[config.mk]
export PLATFORM = sky130hd
export DESIGN_NAME = dmac_channel
export DESIGN_NICKNAME = d
export VERILOG_FILES = /design/src/rtl/dmac_pkg.sv /design/src/rtl/dmac_stepper.sv /design/src/rtl/dmac_regs.sv /design/src/rtl/dmac_seq.sv /design/src/rtl/dmac_channel.sv
export SDC_FILE = /design/constraint.sdc
export NUM_CORES = 1
export LEC_CHECK = 0
export BUFFER_PORTS_ARGS = -buffer_cell sky130_fd_sc_hd__buf_4
export CAP_MARGIN = 20
export CORE_MARGIN = 3
export CORE_UTILIZATION = 35
export CTS_CLUSTER_DIAMETER = 50
export CTS_CLUSTER_SIZE = 12
export DETAILED_ROUTE_END_ITERATION = 10
export HOLD_SLACK_MARGIN = 0.15
export PLACE_DENSITY = 0.54
export RECOVER_POWER = 50
export SYNTH_ARGS = -nofsm -noshare
export SYNTH_HDL_FRONTEND = slang
export SYNTH_SLANG_ARGS = --single-unit
[constraint.sdc]
create_clock -name clk -period 5.6 [get_ports clk]
set_clock_uncertainty 0.15 [all_clocks]
set_input_delay 1.4 -clock clk [delete_from_list [all_inputs] [get_ports clk]]
set_output_delay 1.4 -clock clk [all_outputs]
set_load 0.02 [all_outputs]
[src/rtl/dmac_pkg.sv]
package dmac_pkg;
    localparam int LINE_W   = 4;

    localparam int CB_EN    = 0;
    localparam int CB_FIN   = 1;
    localparam int CB_FIE   = 2;
    localparam int CB_BURST = 3;
    localparam int CB_ERR   = 4;
    localparam int CB_EIE   = 5;
    localparam int CB_SSYS  = 6;
    localparam int CB_DSYS  = 7;
    localparam int CB_SCODE = 8;
    localparam int CB_DCODE = 12;
    localparam int CB_DLINE = 16;
    localparam int CB_WIDTH = 20;
    localparam int CB_SLINE = 24;

    // plain configuration bits kept in storage (status and enable live apart)
    localparam logic [31:0] CFG_MASK = 32'h0F3F_77EC;

    typedef enum logic [1:0] {
        ST_IDLE,
        ST_WAIT,
        ST_READ,
        ST_WRITE
    } seq_state_t;

    // signed byte step for a 3-bit code; reserved code 4 gives no movement
    function automatic logic signed [5:0] step_amount(input logic [2:0] code,
                                                      input logic burst);
        logic [5:0] mag;
        case (code[1:0])
            2'd0:    mag = 6'd0;
            2'd1:    mag = 6'd1;
            2'd2:    mag = 6'd2;
            default: mag = 6'd4;
        endcase
        if (burst) mag = mag << 2;
        return code[2] ? -$signed(mag) : $signed(mag);
    endfunction
endpackage

[src/rtl/dmac_stepper.sv]
module dmac_stepper
    import dmac_pkg::*;
#(
    parameter int AW = 32
) (
    input  logic [AW-1:0] addr,
    input  logic [2:0]    code,
    input  logic          burst,
    output logic [AW-1:0] next
);
    logic signed [5:0] step;
    logic [AW-1:0]     delta;

    always_comb begin
        step  = step_amount(code, burst);
        delta = {{(AW-6){step[5]}}, step};
        next  = addr + delta;
    end
endmodule

[src/rtl/dmac_regs.sv]
module dmac_regs
    import dmac_pkg::*;
#(
    parameter int AW = 32,
    parameter int CW = 24
) (
    input  logic              clk,
    input  logic              rst_n,
    input  logic              reg_we,
    input  logic [1:0]        reg_sel,
    input  logic [31:0]       reg_wdata,
    output logic [31:0]       reg_rdata,
    input  logic              src_adv,
    input  logic              dst_adv,
    input  logic              cyc_done,
    input  logic              hit_err,
    output logic              chan_en,
    output logic              burst,
    output logic              src_sys,
    output logic              dst_sys,
    output logic [1:0]        width,
    output logic [LINE_W-1:0] src_line,
    output logic [LINE_W-1:0] dst_line,
    output logic [AW-1:0]     src_addr,
    output logic [AW-1:0]     dst_addr,
    output logic              cnt_is_one,
    output logic              fin_flag,
    output logic              err_flag,
    output logic              fin_ie,
    output logic              err_ie
);
    localparam int NPTR = 2;

    logic [AW-1:0] ptr_q  [NPTR];
    logic [AW-1:0] ptr_nx [NPTR];
    logic [2:0]    code   [NPTR];
    logic [NPTR-1:0] adv;
    logic [NPTR-1:0] wr_ptr;
    logic [CW-1:0] cnt_q;
    logic [31:0]   cfg_q;
    logic          en_q, fin_q, err_q;
    logic          ctrl_wr, cnt_wr, finish_now, zero_start;

    assign code[0]   = cfg_q[CB_SCODE +: 3];
    assign code[1]   = cfg_q[CB_DCODE +: 3];
    assign adv       = {dst_adv, src_adv};
    assign wr_ptr[0] = reg_we && (reg_sel == 2'd0);
    assign wr_ptr[1] = reg_we && (reg_sel == 2'd1);
    assign cnt_wr    = reg_we && (reg_sel == 2'd2);
    assign ctrl_wr   = reg_we && (reg_sel == 2'd3);
    assign finish_now = cyc_done && (cnt_q == CW'(1));
    assign zero_start = ctrl_wr && reg_wdata[CB_EN] && (cnt_q == '0);

    generate
        for (genvar p = 0; p < NPTR; p++) begin : g_ptr
            dmac_stepper #(.AW(AW)) u_step (
                .addr  (ptr_q[p]),
                .code  (code[p]),
                .burst (cfg_q[CB_BURST]),
                .next  (ptr_nx[p])
            );
        end
    endgenerate

    always_ff @(posedge clk) begin
        if (!rst_n) begin
            for (int p = 0; p < NPTR; p++) ptr_q[p] <= '0;
            cnt_q <= '0;
            cfg_q <= '0;
            en_q  <= 1'b0;
            fin_q <= 1'b0;
            err_q <= 1'b0;
        end else begin
            for (int p = 0; p < NPTR; p++) begin
                if (wr_ptr[p] && !en_q)  ptr_q[p] <= reg_wdata[AW-1:0];
                else if (adv[p])         ptr_q[p] <= ptr_nx[p];
            end
            if (cnt_wr && !en_q)  cnt_q <= reg_wdata[CW-1:0];
            else if (cyc_done)    cnt_q <= cnt_q - CW'(1);

            if (ctrl_wr) cfg_q <= reg_wdata & CFG_MASK;

            if (finish_now || hit_err) en_q <= 1'b0;
            else if (ctrl_wr)          en_q <= reg_wdata[CB_EN] && (cnt_q != '0);

            if (finish_now || zero_start) fin_q <= 1'b1;
            else if (ctrl_wr)             fin_q <= fin_q & reg_wdata[CB_FIN];

            if (hit_err)      err_q <= 1'b1;
            else if (ctrl_wr) err_q <= err_q & reg_wdata[CB_ERR];
        end
    end

    always_comb begin
        unique case (reg_sel)
            2'd0:    reg_rdata = 32'(ptr_q[0]);
            2'd1:    reg_rdata = 32'(ptr_q[1]);
            2'd2:    reg_rdata = 32'(cnt_q);
            default: reg_rdata = cfg_q | {27'd0, err_q, 2'b00, fin_q, en_q};
        endcase
    end

    assign chan_en    = en_q;
    assign burst      = cfg_q[CB_BURST];
    assign src_sys    = cfg_q[CB_SSYS];
    assign dst_sys    = cfg_q[CB_DSYS];
    assign width      = cfg_q[CB_WIDTH +: 2];
    assign src_line   = cfg_q[CB_SLINE +: LINE_W];
    assign dst_line   = cfg_q[CB_DLINE +: LINE_W];
    assign src_addr   = ptr_q[0];
    assign dst_addr   = ptr_q[1];
    assign cnt_is_one = (cnt_q == CW'(1));
    assign fin_flag   = fin_q;
    assign err_flag   = err_q;
    assign fin_ie     = cfg_q[CB_FIE];
    assign err_ie     = cfg_q[CB_EIE];

    // while running, a count write cannot load; only a decrement may occur
    a_r12_count_frozen: assert property (@(posedge clk) disable iff (!rst_n)
        (en_q && cnt_wr) |=> (cnt_q == $past(cnt_q) || cnt_q == $past(cnt_q) - CW'(1)));

    // finish status rises only together with enable dropping
    a_r6_finish_stops: assert property (@(posedge clk) disable iff (!rst_n)
        $rose(fin_q) |-> !en_q);

    // enabling with an empty count finishes at once
    a_r7_zero_start: assert property (@(posedge clk) disable iff (!rst_n)
        zero_start |=> (fin_q && !en_q));

    // error status rises only together with enable dropping
    a_r10_error_stops: assert property (@(posedge clk) disable iff (!rst_n)
        $rose(err_q) |-> !en_q);
endmodule

[src/rtl/dmac_seq.sv]
module dmac_seq
    import dmac_pkg::*;
#(
    parameter int AW    = 32,
    parameter int BEATS = 4,
    parameter int NL    = 16
) (
    input  logic              clk,
    input  logic              rst_n,
    input  logic              chan_en,
    input  logic              burst,
    input  logic              src_sys,
    input  logic              dst_sys,
    input  logic [1:0]        width,
    input  logic [LINE_W-1:0] src_line,
    input  logic [LINE_W-1:0] dst_line,
    input  logic [AW-1:0]     src_addr,
    input  logic [AW-1:0]     dst_addr,
    input  logic              cnt_is_one,
    input  logic [NL-1:0]     dreq,
    input  logic              m_ack,
    input  logic              m_err,
    input  logic [31:0]       m_rdata,
    output logic              m_req,
    output logic              m_we,
    output logic [AW-1:0]     m_addr,
    output logic [31:0]       m_wdata,
    output logic [1:0]        m_size,
    output logic              m_sel,
    output logic              src_adv,
    output logic              dst_adv,
    output logic              cyc_done,
    output logic              hit_err,
    output logic [NL-1:0]     dack
);
    localparam int BEAT_W = $clog2(BEATS);

    seq_state_t        st_q, st_d;
    logic [BEAT_W-1:0] beat_q;
    logic [31:0]       data_q;
    logic [NL-1:0]     dack_q;
    logic [NL-1:0]     line_mask;
    logic              last_beat, src_ok, dst_ok, go;

    assign last_beat = !burst || (beat_q == BEAT_W'(BEATS - 1));
    assign src_ok    = (src_line == '0) || dreq[src_line];
    assign dst_ok    = (dst_line == '0) || dreq[dst_line];
    assign go        = src_ok && dst_ok;
    assign line_mask = ((src_line != '0) ? (NL'(1) << src_line) : '0)
                     | ((dst_line != '0) ? (NL'(1) << dst_line) : '0);

    // state register
    always_ff @(posedge clk) begin
        if (!rst_n) st_q <= ST_IDLE;
        else        st_q <= st_d;
    end

    // transitions
    always_comb begin
        st_d = st_q;
        unique case (st_q)
            ST_IDLE:  if (chan_en) st_d = ST_WAIT;
            ST_WAIT:  begin
                if (!chan_en) st_d = ST_IDLE;
                else if (go)  st_d = ST_READ;
            end
            ST_READ:  if (m_ack) st_d = m_err ? ST_IDLE : ST_WRITE;
            ST_WRITE: begin
                if (m_ack) begin
                    if (m_err)                       st_d = ST_IDLE;
                    else if (!last_beat)             st_d = ST_READ;
                    else if (cnt_is_one || !chan_en) st_d = ST_IDLE;
                    else                             st_d = ST_WAIT;
                end
            end
            default:  st_d = ST_IDLE;
        endcase
    end

    // outputs
    always_comb begin
        m_req    = 1'b0;
        m_we     = 1'b0;
        m_addr   = '0;
        m_sel    = 1'b0;
        src_adv  = 1'b0;
        dst_adv  = 1'b0;
        hit_err  = 1'b0;
        unique case (st_q)
            ST_READ: begin
                m_req   = 1'b1;
                m_addr  = src_addr;
                m_sel   = src_sys;
                src_adv = m_ack && !m_err;
                hit_err = m_ack && m_err;
            end
            ST_WRITE: begin
                m_req   = 1'b1;
                m_we    = 1'b1;
                m_addr  = dst_addr;
                m_sel   = dst_sys;
                dst_adv = m_ack && !m_err;
                hit_err = m_ack && m_err;
            end
            default: ;
        endcase
        cyc_done = dst_adv && last_beat;
        m_wdata  = data_q;
        m_size   = width;
        dack     = dack_q;
    end

    // beat counter, data holding and grant pulse
    always_ff @(posedge clk) begin
        if (!rst_n) begin
            beat_q <= '0;
            data_q <= '0;
            dack_q <= '0;
        end else begin
            if (st_q == ST_WAIT && go)       beat_q <= '0;
            else if (dst_adv && !last_beat)  beat_q <= beat_q + BEAT_W'(1);
            if (src_adv)                     data_q <= m_rdata;
            dack_q <= cyc_done ? line_mask : '0;
        end
    end

    // an outstanding access keeps its address and direction
    a_r13_hold_request: assert property (@(posedge clk) disable iff (!rst_n)
        (m_req && !m_ack) |=> (m_req && $stable(m_addr) && $stable(m_we)));

    // a grant follows only a successful write acknowledge
    a_r11_grant_after_write: assert property (@(posedge clk) disable iff (!rst_n)
        (|dack_q) |-> $past(st_q == ST_WRITE && m_ack && !m_err));

    // an error response ends bus activity
    a_r10_quiet_after_error: assert property (@(posedge clk) disable iff (!rst_n)
        hit_err |=> !m_req);
endmodule

[src/rtl/dmac_channel.sv]
module dmac_channel
    import dmac_pkg::*;
#(
    parameter int AW    = 32,
    parameter int CW    = 24,
    parameter int BEATS = 4
) (
    input  logic           clk,
    input  logic           rst_n,
    input  logic           reg_we,
    input  logic [1:0]     reg_sel,
    input  logic [31:0]    reg_wdata,
    output logic [31:0]    reg_rdata,
    output logic           m_req,
    output logic           m_we,
    output logic [AW-1:0]  m_addr,
    output logic [31:0]    m_wdata,
    output logic [1:0]     m_size,
    output logic           m_sel,
    input  logic           m_ack,
    input  logic           m_err,
    input  logic [31:0]    m_rdata,
    input  logic [15:0]    dma_req,
    output logic [15:0]    dma_ack,
    output logic           irq
);
    localparam int NL = 1 << LINE_W;

    logic              chan_en, burst, src_sys, dst_sys, cnt_is_one;
    logic [1:0]        width;
    logic [LINE_W-1:0] src_line, dst_line;
    logic [AW-1:0]     src_addr, dst_addr;
    logic              src_adv, dst_adv, cyc_done, hit_err;
    logic              fin_flag, err_flag, fin_ie, err_ie;

    dmac_regs #(.AW(AW), .CW(CW)) u_regs (
        .clk, .rst_n, .reg_we, .reg_sel, .reg_wdata, .reg_rdata,
        .src_adv, .dst_adv, .cyc_done, .hit_err,
        .chan_en, .burst, .src_sys, .dst_sys, .width,
        .src_line, .dst_line, .src_addr, .dst_addr, .cnt_is_one,
        .fin_flag, .err_flag, .fin_ie, .err_ie
    );

    dmac_seq #(.AW(AW), .BEATS(BEATS), .NL(NL)) u_seq (
        .clk, .rst_n, .chan_en, .burst, .src_sys, .dst_sys, .width,
        .src_line, .dst_line, .src_addr, .dst_addr, .cnt_is_one,
        .dreq (dma_req), .m_ack, .m_err, .m_rdata,
        .m_req, .m_we, .m_addr, .m_wdata, .m_size, .m_sel,
        .src_adv, .dst_adv, .cyc_done, .hit_err, .dack (dma_ack)
    );

    assign irq = (fin_flag & fin_ie) | (err_flag & err_ie);

    // no interrupt without a pending status flag
    a_r9_irq_needs_status: assert property (@(posedge clk) disable iff (!rst_n)
        (!fin_flag && !err_flag) |-> !irq);
endmodule

==> results.sh, run 1 <==
export IMPL_area_growth_pct=17.4
export IMPL_startpoint_type="primary input"
export IMPL_yosysWarnings=0
export IMPL_finalSetupViolCount=0
export IMPL_synth_fp_nets=1562
export IMPL_route_detailed_drc=0
export IMPL_drt_iter0_drc=960
export IMPL_min_period_ns=4.68
export IMPL_start_util_pct=35.8
export IMPL_nNetsFinal=1699
export IMPL_min_period_over_period_pct=83.6
export IMPL_hold_viol_final=0
export IMPL_first_pass_iters=5
export IMPL_finalPower_uw=3020
export IMPL_endpoint_kind="output pin"
export IMPL_numCtsBuffers=17
export IMPL_final_layout_size_suffix_gt1_share_pct=15.9
export IMPL_syn_cell_area_sq_mm=0.0121
export IMPL_design_area_sq_mm=0.0142
export IMPL_cts_path_max_buffers=2
export IMPL_clock_fmax_ghz=0.214
export IMPL_post_cts_setup_buffers=0
export IMPL_syn_avg_cell_area_sq_um=8.61
export IMPL_port_buffers=203
export IMPL_power_density_mw_per_mm2=213
export IMPL_ir_worst_vdd_uv=150
export IMPL_crit_chain="clkbuf_2, nor2b_1, nand2_1, o21ai_0, buf_4"
export IMPL_antenna_found_initial=1
export IMPL_max_cap_violations=3
export IMPL_overflow=0
export IMPL_grt_pass1_wl_mm=63.9
export IMPL_synth_ff_type="dfxtp_1"
export IMPL_coreArea_sq_mm=0.0338
export IMPL_ios=205
export IMPL_die_area_sq_mm=0.0368
export IMPL_grt_pass1_vias=10700
export IMPL_die_height_microns=192
export IMPL_required_ns=4.05
export IMPL_place_area_sq_mm=0.0139
export IMPL_cts_root_buffer="clkbuf_16"
export IMPL_cts_tree="yes"
export IMPL_vias=11200
export IMPL_maxSlewHeadroom_pct=-130
export IMPL_die_x_microns=192
export IMPL_slew_violations=136
export IMPL_async_reset_ff_share_pct=0
export IMPL_cts_resized=0
export IMPL_finalSetupTns_ns=0
export IMPL_hpwl_mm=31.3
export IMPL_antenna_left=0
export IMPL_place_inst=1972
export IMPL_grt_max_degree=79
export IMPL_htree_levels=4
export IMPL_leakage_uw=0.00556
export IMPL_row_count=67
export IMPL_synth_seq_cells=164
export IMPL_tightest_slew_ns=3.45
export IMPL_yosysUniqueCellTypes=85
export IMPL_cts_hold_buf=0
export IMPL_place_congestion=0.944
export IMPL_routed_wl_mm=41.6
export IMPL_clk_latency_ns=0.44
export IMPL_drt_wirelength_per_cell_microns=20.8
export IMPL_grt_usage_pct=22.4
export IMPL_path_max_fanout=38
export IMPL_vias_per_cell=5.61
export IMPL_worstHoldPathType="reg -> reg"
export IMPL_path_clk_slew_ns=0.07
export IMPL_cp_slowest_cell="nor2b_1"
export IMPL_synth_seq_area_share_pct=32.4
export IMPL_setup_worst_path_class="in -> out"
export IMPL_max_stage_delay_ns=0.64
export IMPL_status="finished with violations"
export IMPL_synth_edff_count=64
export IMPL_crit_arrival_ns=3.13
export IMPL_violations="capacitance limit, slew limit"
export IMPL_cts_sinks=164
export IMPL_rsz0062_at_grt="no"
export IMPL_syn_instance_count=1406
export IMPL_final_cell_count_no_fill=2005
==> synth_stat cells, drive strengths merged, types with 4 or more instances <==
cell type  number  share of area (%)
a21o           24                1.5
nor2b          46                2.4
o41ai           5               0.42
o21a            4               0.25
nor3           17               0.70
a21oi          83                3.5
clkbuf         88                3.1
inv            28               0.87
a31oi          10               0.57
nand2b          5               0.26
o221ai          8               0.68
a22oi           8               0.50
buf            14               0.62
a22o            6               0.43
o211ai          4               0.25
and2            8               0.42
or3            10               0.53
a21boi         60                3.8
nor4           13               0.95
mux4           23                4.3
edfxtp         64                 16
a32oi           6               0.43
mux2            6               0.56
nand4          23                1.2
dfxtp         100                 17
nor2           71                2.2
a211oi         14               0.91
mux2i          49                4.1
xnor2          45                3.3
nand2         219                6.8
o31a            4               0.30
o211a          23                1.9
o21ai         113                4.8
nand3b          5               0.31
o21bai          8               0.50
xor2           29                2.1
nand3          63                2.6
ha             67                6.9
==> placed cells by master, fill, tap and decap left out, types with 6 or more instances in the layout <==
| cell type | instances |
|---|---|
| a211oi_1 | 13 |
| a21boi_0 | 57 |
| a21o_1 | 22 |
| a21oi_1 | 81 |
| a22o_1 | 6 |
| a22oi_1 | 8 |
| a31oi_1 | 9 |
| a32oi_1 | 6 |
| buf_4 | 151 |
| clkbuf_1 | 68 |
| clkbuf_16 | 17 |
| dfxtp_1 | 100 |
| edfxtp_1 | 64 |
| ha_1 | 67 |
| inv_1 | 28 |
| mux2_2 | 6 |
| mux2i_1 | 49 |
| mux4_2 | 23 |
| nand2_1 | 219 |
| nand3_1 | 62 |
| nand4_1 | 22 |
| nor2_1 | 68 |
| nor2b_1 | 46 |
| nor3_1 | 16 |
| nor4_1 | 9 |
| o211a_1 | 23 |
| o21ai_0 | 103 |
| o21ai_1 | 9 |
| o21bai_1 | 8 |
| o221ai_1 | 6 |
| or3_1 | 9 |
| xnor2_1 | 45 |
| xor2_1 | 29 |
==> power breakdown <==
| group | leakage, uW | switching [uW] | internal [uW] |
|---|---|---|---|
| Clock | 0.000272 | 538 | 642 |
| Combinational | 0.00381 | 278 | 203 |
| Sequential | 0.00147 | 70.7 | 1290 |
| Total | 0.00556 | 886 | 2130 |
==> logic make-up after synthesis <==
| family | synth area share (%) |
|---|---|
| and+or+nand+nor | 19.5 |
| buffers and inverters | 4.65 |
| DFF | 32.4 |
| other | 0.0310 |
| AOI/OAI and AO/OA | 21.9 |
| adders and majority gates | 7.26 |
| xor gates and xnor gates | 5.36 |
| muxes | 8.89 |
==> layer usage <==
| metal | up-vias | wire length, microns | track usage [%] |
|---|---|---|---|
| li1 | 5394 | - | - |
| met1 | 5399 | 19200 | 32.5 |
| met2 | 410 | 18300 | 34.0 |
| met3 | 44 | 3220 | 4.14 |
| met4 | 0 | 906 | 6.27 |
| met5 | - | 0 | 0 |
==> registers in the layout, summed over array words and instances (netlist names) <==
register and count:
u_regs.ptr_q 64, u_regs.fin_flag 1, u_seq.m_wdata 32, u_regs.cnt_q 24, u_seq.st_q 2, u_seq.dack 16, u_regs.err_flag 1, u_seq.beat_q 2
u_regs.cfg_q 21, u_regs.chan_en 1
==> critical path: cells and delay by family <==
| kind | cells | cell delay, ns |
|---|---|---|
| buffers and inverters | 2 | 0.81 |
| and+or+nand+nor | 2 | 0.74 |
| AOI/OAI and AO/OA | 1 | 0.15 |
==> cell type report <==
type,count,area (sq um)
multi-input cells,1111,7640
well taps,448,561
diodes,1,2.50
clock buffers,19,453
repair buffers,221,1400
flip-flops and latches,164,3920
clock inverters,13,121
inverters,28,105
fillers,3431,19600
==> metrics by stage <==
| stage | util, % | setup WS, ns | hold WS (ns) |
|---|---|---|---|
| after CTS | 42.8 | 1.03 | 0.321 |
| final | 42.0 | 0.920 | 0.316 |
| after global placement | 41.1 | 0.998 | 0.303 |
| after detailed placement | 41.1 | 1.04 | 0.311 |
| after global routing | 42.0 | 0.618 | 0.339 |
| after floorplan | - | 1.06 | 0.303 |
==> worst paths after layout <==
check                           slack, ns  cells after the start                   to              from
worst max-delay path                 0.92                      5        reg_rdata[11]        reg_sel[1]
worst min-delay path                 0.32                      2     u_seq.m_wdata[3]  u_seq.m_wdata[3]
worst max register to register       0.94                     16  u_regs.ptr_q[1][29]  u_regs.cfg_q[12]
worst min register to register       0.32                      2     u_seq.m_wdata[3]  u_seq.m_wdata[3]
Note: power is estimated with default switching activity, not from simulation.
==> run 2: changes to the inputs <==
Clock period 5.6 ns to 4.8 ns, I/O delays scaled along.
==> run 2 against run 1 <==
  * The run still ends with capacitance limit, slew limit left
  * Utilization rose by 0.36 points
  * Power rose by 17%
  * Critical path depth rose by 12
  * Non-clock buffer count rose by 7
  * Sequential cell count did not move
  * Cell count rose by 0.35%
  * Hold slack got worse by 0.0050 ns
  * First-iteration DRC count fell by 0.10%
  * Combinational power rose by 17%
  * Sequential power rose by 17%
  * Routed wire length fell by 0.62%
  * Largest power group unchanged
==> results.sh, run 2 (synthesis gave the netlist of run 1 again) <==
export IMPL_die_x_microns=192
export IMPL_die_area_sq_mm=0.0368
export IMPL_regToRegStartpoint="u_regs.cfg_q[3]"
export IMPL_area_growth_pct=18.4
export IMPL_leakage_uw=0.00568
export IMPL_met1_usage_pct=33.3
export IMPL_fill_cells=3413
export IMPL_final_cell_mix="nand2_1 (219), buf_4 (170), o21ai_0 (103)"
export IMPL_whs_path_depth=2
export IMPL_start_util_pct=35.8
export IMPL_vias=11300
export IMPL_first_pass_iters=5
export IMPL_ir_worst_vdd_uv=191
export IMPL_rsz0062_at_grt="no"
export IMPL_clock_fmax_ghz=0.222
export IMPL_max_cap_violations=2
export IMPL_htree_levels=4
export IMPL_required_ns=4.83
export IMPL_min_period_ns=4.50
export IMPL_cp_startpoint="u_regs.cfg_q[3]"
export IMPL_path_clk_slew_ns=0.07
export IMPL_antenna_left=0
export IMPL_use_met3_pct=3.89
export IMPL_grt_pass1_vias=10700
export IMPL_grt_most_used_layer="met1"
export IMPL_reg2reg_to="u_regs.ptr_q[1][29]"
export IMPL_coreArea_sq_mm=0.0338
export IMPL_routed_wl_mm=41.4
export IMPL_hold_viol_final=0
export IMPL_endpoint_kind="flip-flop"
export IMPL_overflow=0
export IMPL_power_density_mw_per_mm2=247
export IMPL_startpoint_type="flip-flop"
export IMPL_violations="capacitance limit, slew limit"
export IMPL_finalSetupTns_ns=0
export IMPL_antenna_found_initial=1
export IMPL_final_common_cell="nand2_1"
export IMPL_drt_wirelength_per_cell_microns=20.6
export IMPL_r2r_cells=17
export IMPL_final_seq_area_sq_mm=0.00393
export IMPL_cts_path_max_buffers=2
export IMPL_nNetsFinal=1706
export IMPL_worstHoldPathType="reg -> reg"
export IMPL_slew_violations=81
export IMPL_path_max_fanout=8
export IMPL_grt_usage_pct=22.3
export IMPL_min_period_over_period_pct=93.8
export IMPL_multi_input_area_sq_mm=0.00765
export IMPL_use_met2_pct=33.2
export IMPL_drt_iter0_drc=959
export IMPL_clk_latency_ns=0.43
export IMPL_cp_slowest_cell="or3b_2"
export IMPL_route_detailed_drc=0
export IMPL_hold_path_end="u_seq.m_wdata[30]"
export IMPL_r2r_slack_ns=0.30
export IMPL_post_place_ws_ns=0.191
export IMPL_die_height_microns=192
export IMPL_port_buffers=203
export IMPL_vias_per_cell=5.61
export IMPL_cts_root_buffer="clkbuf_16"
export IMPL_ios=205
export IMPL_place_inst=1978
export IMPL_final_cell_count_no_fill=2012
export IMPL_finalSetupViolCount=0
export IMPL_setup_worst_path_class="reg -> reg"
export IMPL_hpwl_mm=31.8
export IMPL_cts_hold_buf=0
export IMPL_max_stage_delay_ns=0.49
export IMPL_status="finished with violations"
export IMPL_post_cts_setup_buffers=0
export IMPL_crit_arrival_ns=4.53
export IMPL_row_count=67
export IMPL_maxSlewHeadroom_pct=-28.0
export IMPL_tightest_slew_ns=1.92
export IMPL_cts_tree="yes"
export IMPL_cts_resized=0
export IMPL_grt_max_degree=48
export IMPL_largest_register="u_regs.ptr_q"
export IMPL_final_layout_size_suffix_gt1_share_pct=17.3
export IMPL_grt_pass1_wl_mm=63.5
export IMPL_numCtsBuffers=17
export IMPL_hp_start="u_seq.m_wdata[30]"
export IMPL_place_congestion=0.948
export IMPL_crit_chain="buf_4, or3b_2, ha_1, nor2b_1, o21ai_0, o221ai_1, a21oi_1, ha_1, a21oi_1, nor2_1, nor4_4, o21a_1, o221ai_2, a31oi_1, o21ai_1, xnor2_1, o21ai_0"
export IMPL_setup_slack_ns=0.300
export IMPL_cts_sinks=164
export IMPL_finalPower_uw=3540
export IMPL_largest_reg_flops=64
==> run 2: critical path: cells and delay by family (launching register included) <==
| family | cells | cell delay (ns) |
|---|---|---|
| AOI/OAI and AO/OA | 9 | 1.79 |
| and+or+nand+nor | 4 | 1.17 |
| adders and majority gates | 2 | 0.54 |
| DFF | 1 | 0.31 |
| buffers and inverters | 1 | 0.16 |
| xor gates and xnor gates | 1 | 0.14 |
==> run 2: worst max path at each step <==
stage                           to  slack [ns]  cells past startpoint
6_report       u_regs.ptr_q[1][29]        0.30                     17
4_1_cts        u_regs.ptr_q[1][24]        0.18                     17
5_1_grt        u_regs.ptr_q[1][27]        0.06                     17
3_3_place_gp   u_regs.ptr_q[1][24]        0.31                     17
2_1_floorplan  u_regs.ptr_q[1][24]        0.59                     13
3_5_place_dp   u_regs.ptr_q[1][24]        0.19                     17
==> run 2: layer usage <==
| layer | routed length [microns] | vias up |
|---|---|---|
| li1 | - | 5409 |
| met1 | 19600 | 5419 |
| met2 | 17900 | 419 |
| met3 | 2980 | 45 |
| met4 | 889 | 0 |
| met5 | 0 | - |
==> run 2: metrics by stage <==
stage	instance area [sq um]	hold WS (ns)	util [%]
after CTS	14500	0.317	42.9
after global routing	14300	0.339	42.4
final	14300	0.311	42.4
after floorplan	12100	0.303	-
after detailed placement	13900	0.307	41.2
after global placement	13900	0.300	41.2
==> run 2: area by class of cell <==
class	count	share of cell area [%]
Tap cell	448	3.91
Timing Repair Buffer	228	10.5
Clock buffer	17	2.97
Clock inverter	15	1.07
Antenna cell	1	0.0175
Sequential cell	164	27.4
Multi-Input combinational cell	1111	53.4
Inverter	28	0.734
==> run 2: power breakdown <==
part | switching, uW | leakage, uW | internal, uW
clock network | 622 | 0.000283 | 772
registers | 81.2 | 0.00147 | 1500
logic | 326 | 0.00392 | 236
total | 1030 | 0.00568 | 2510
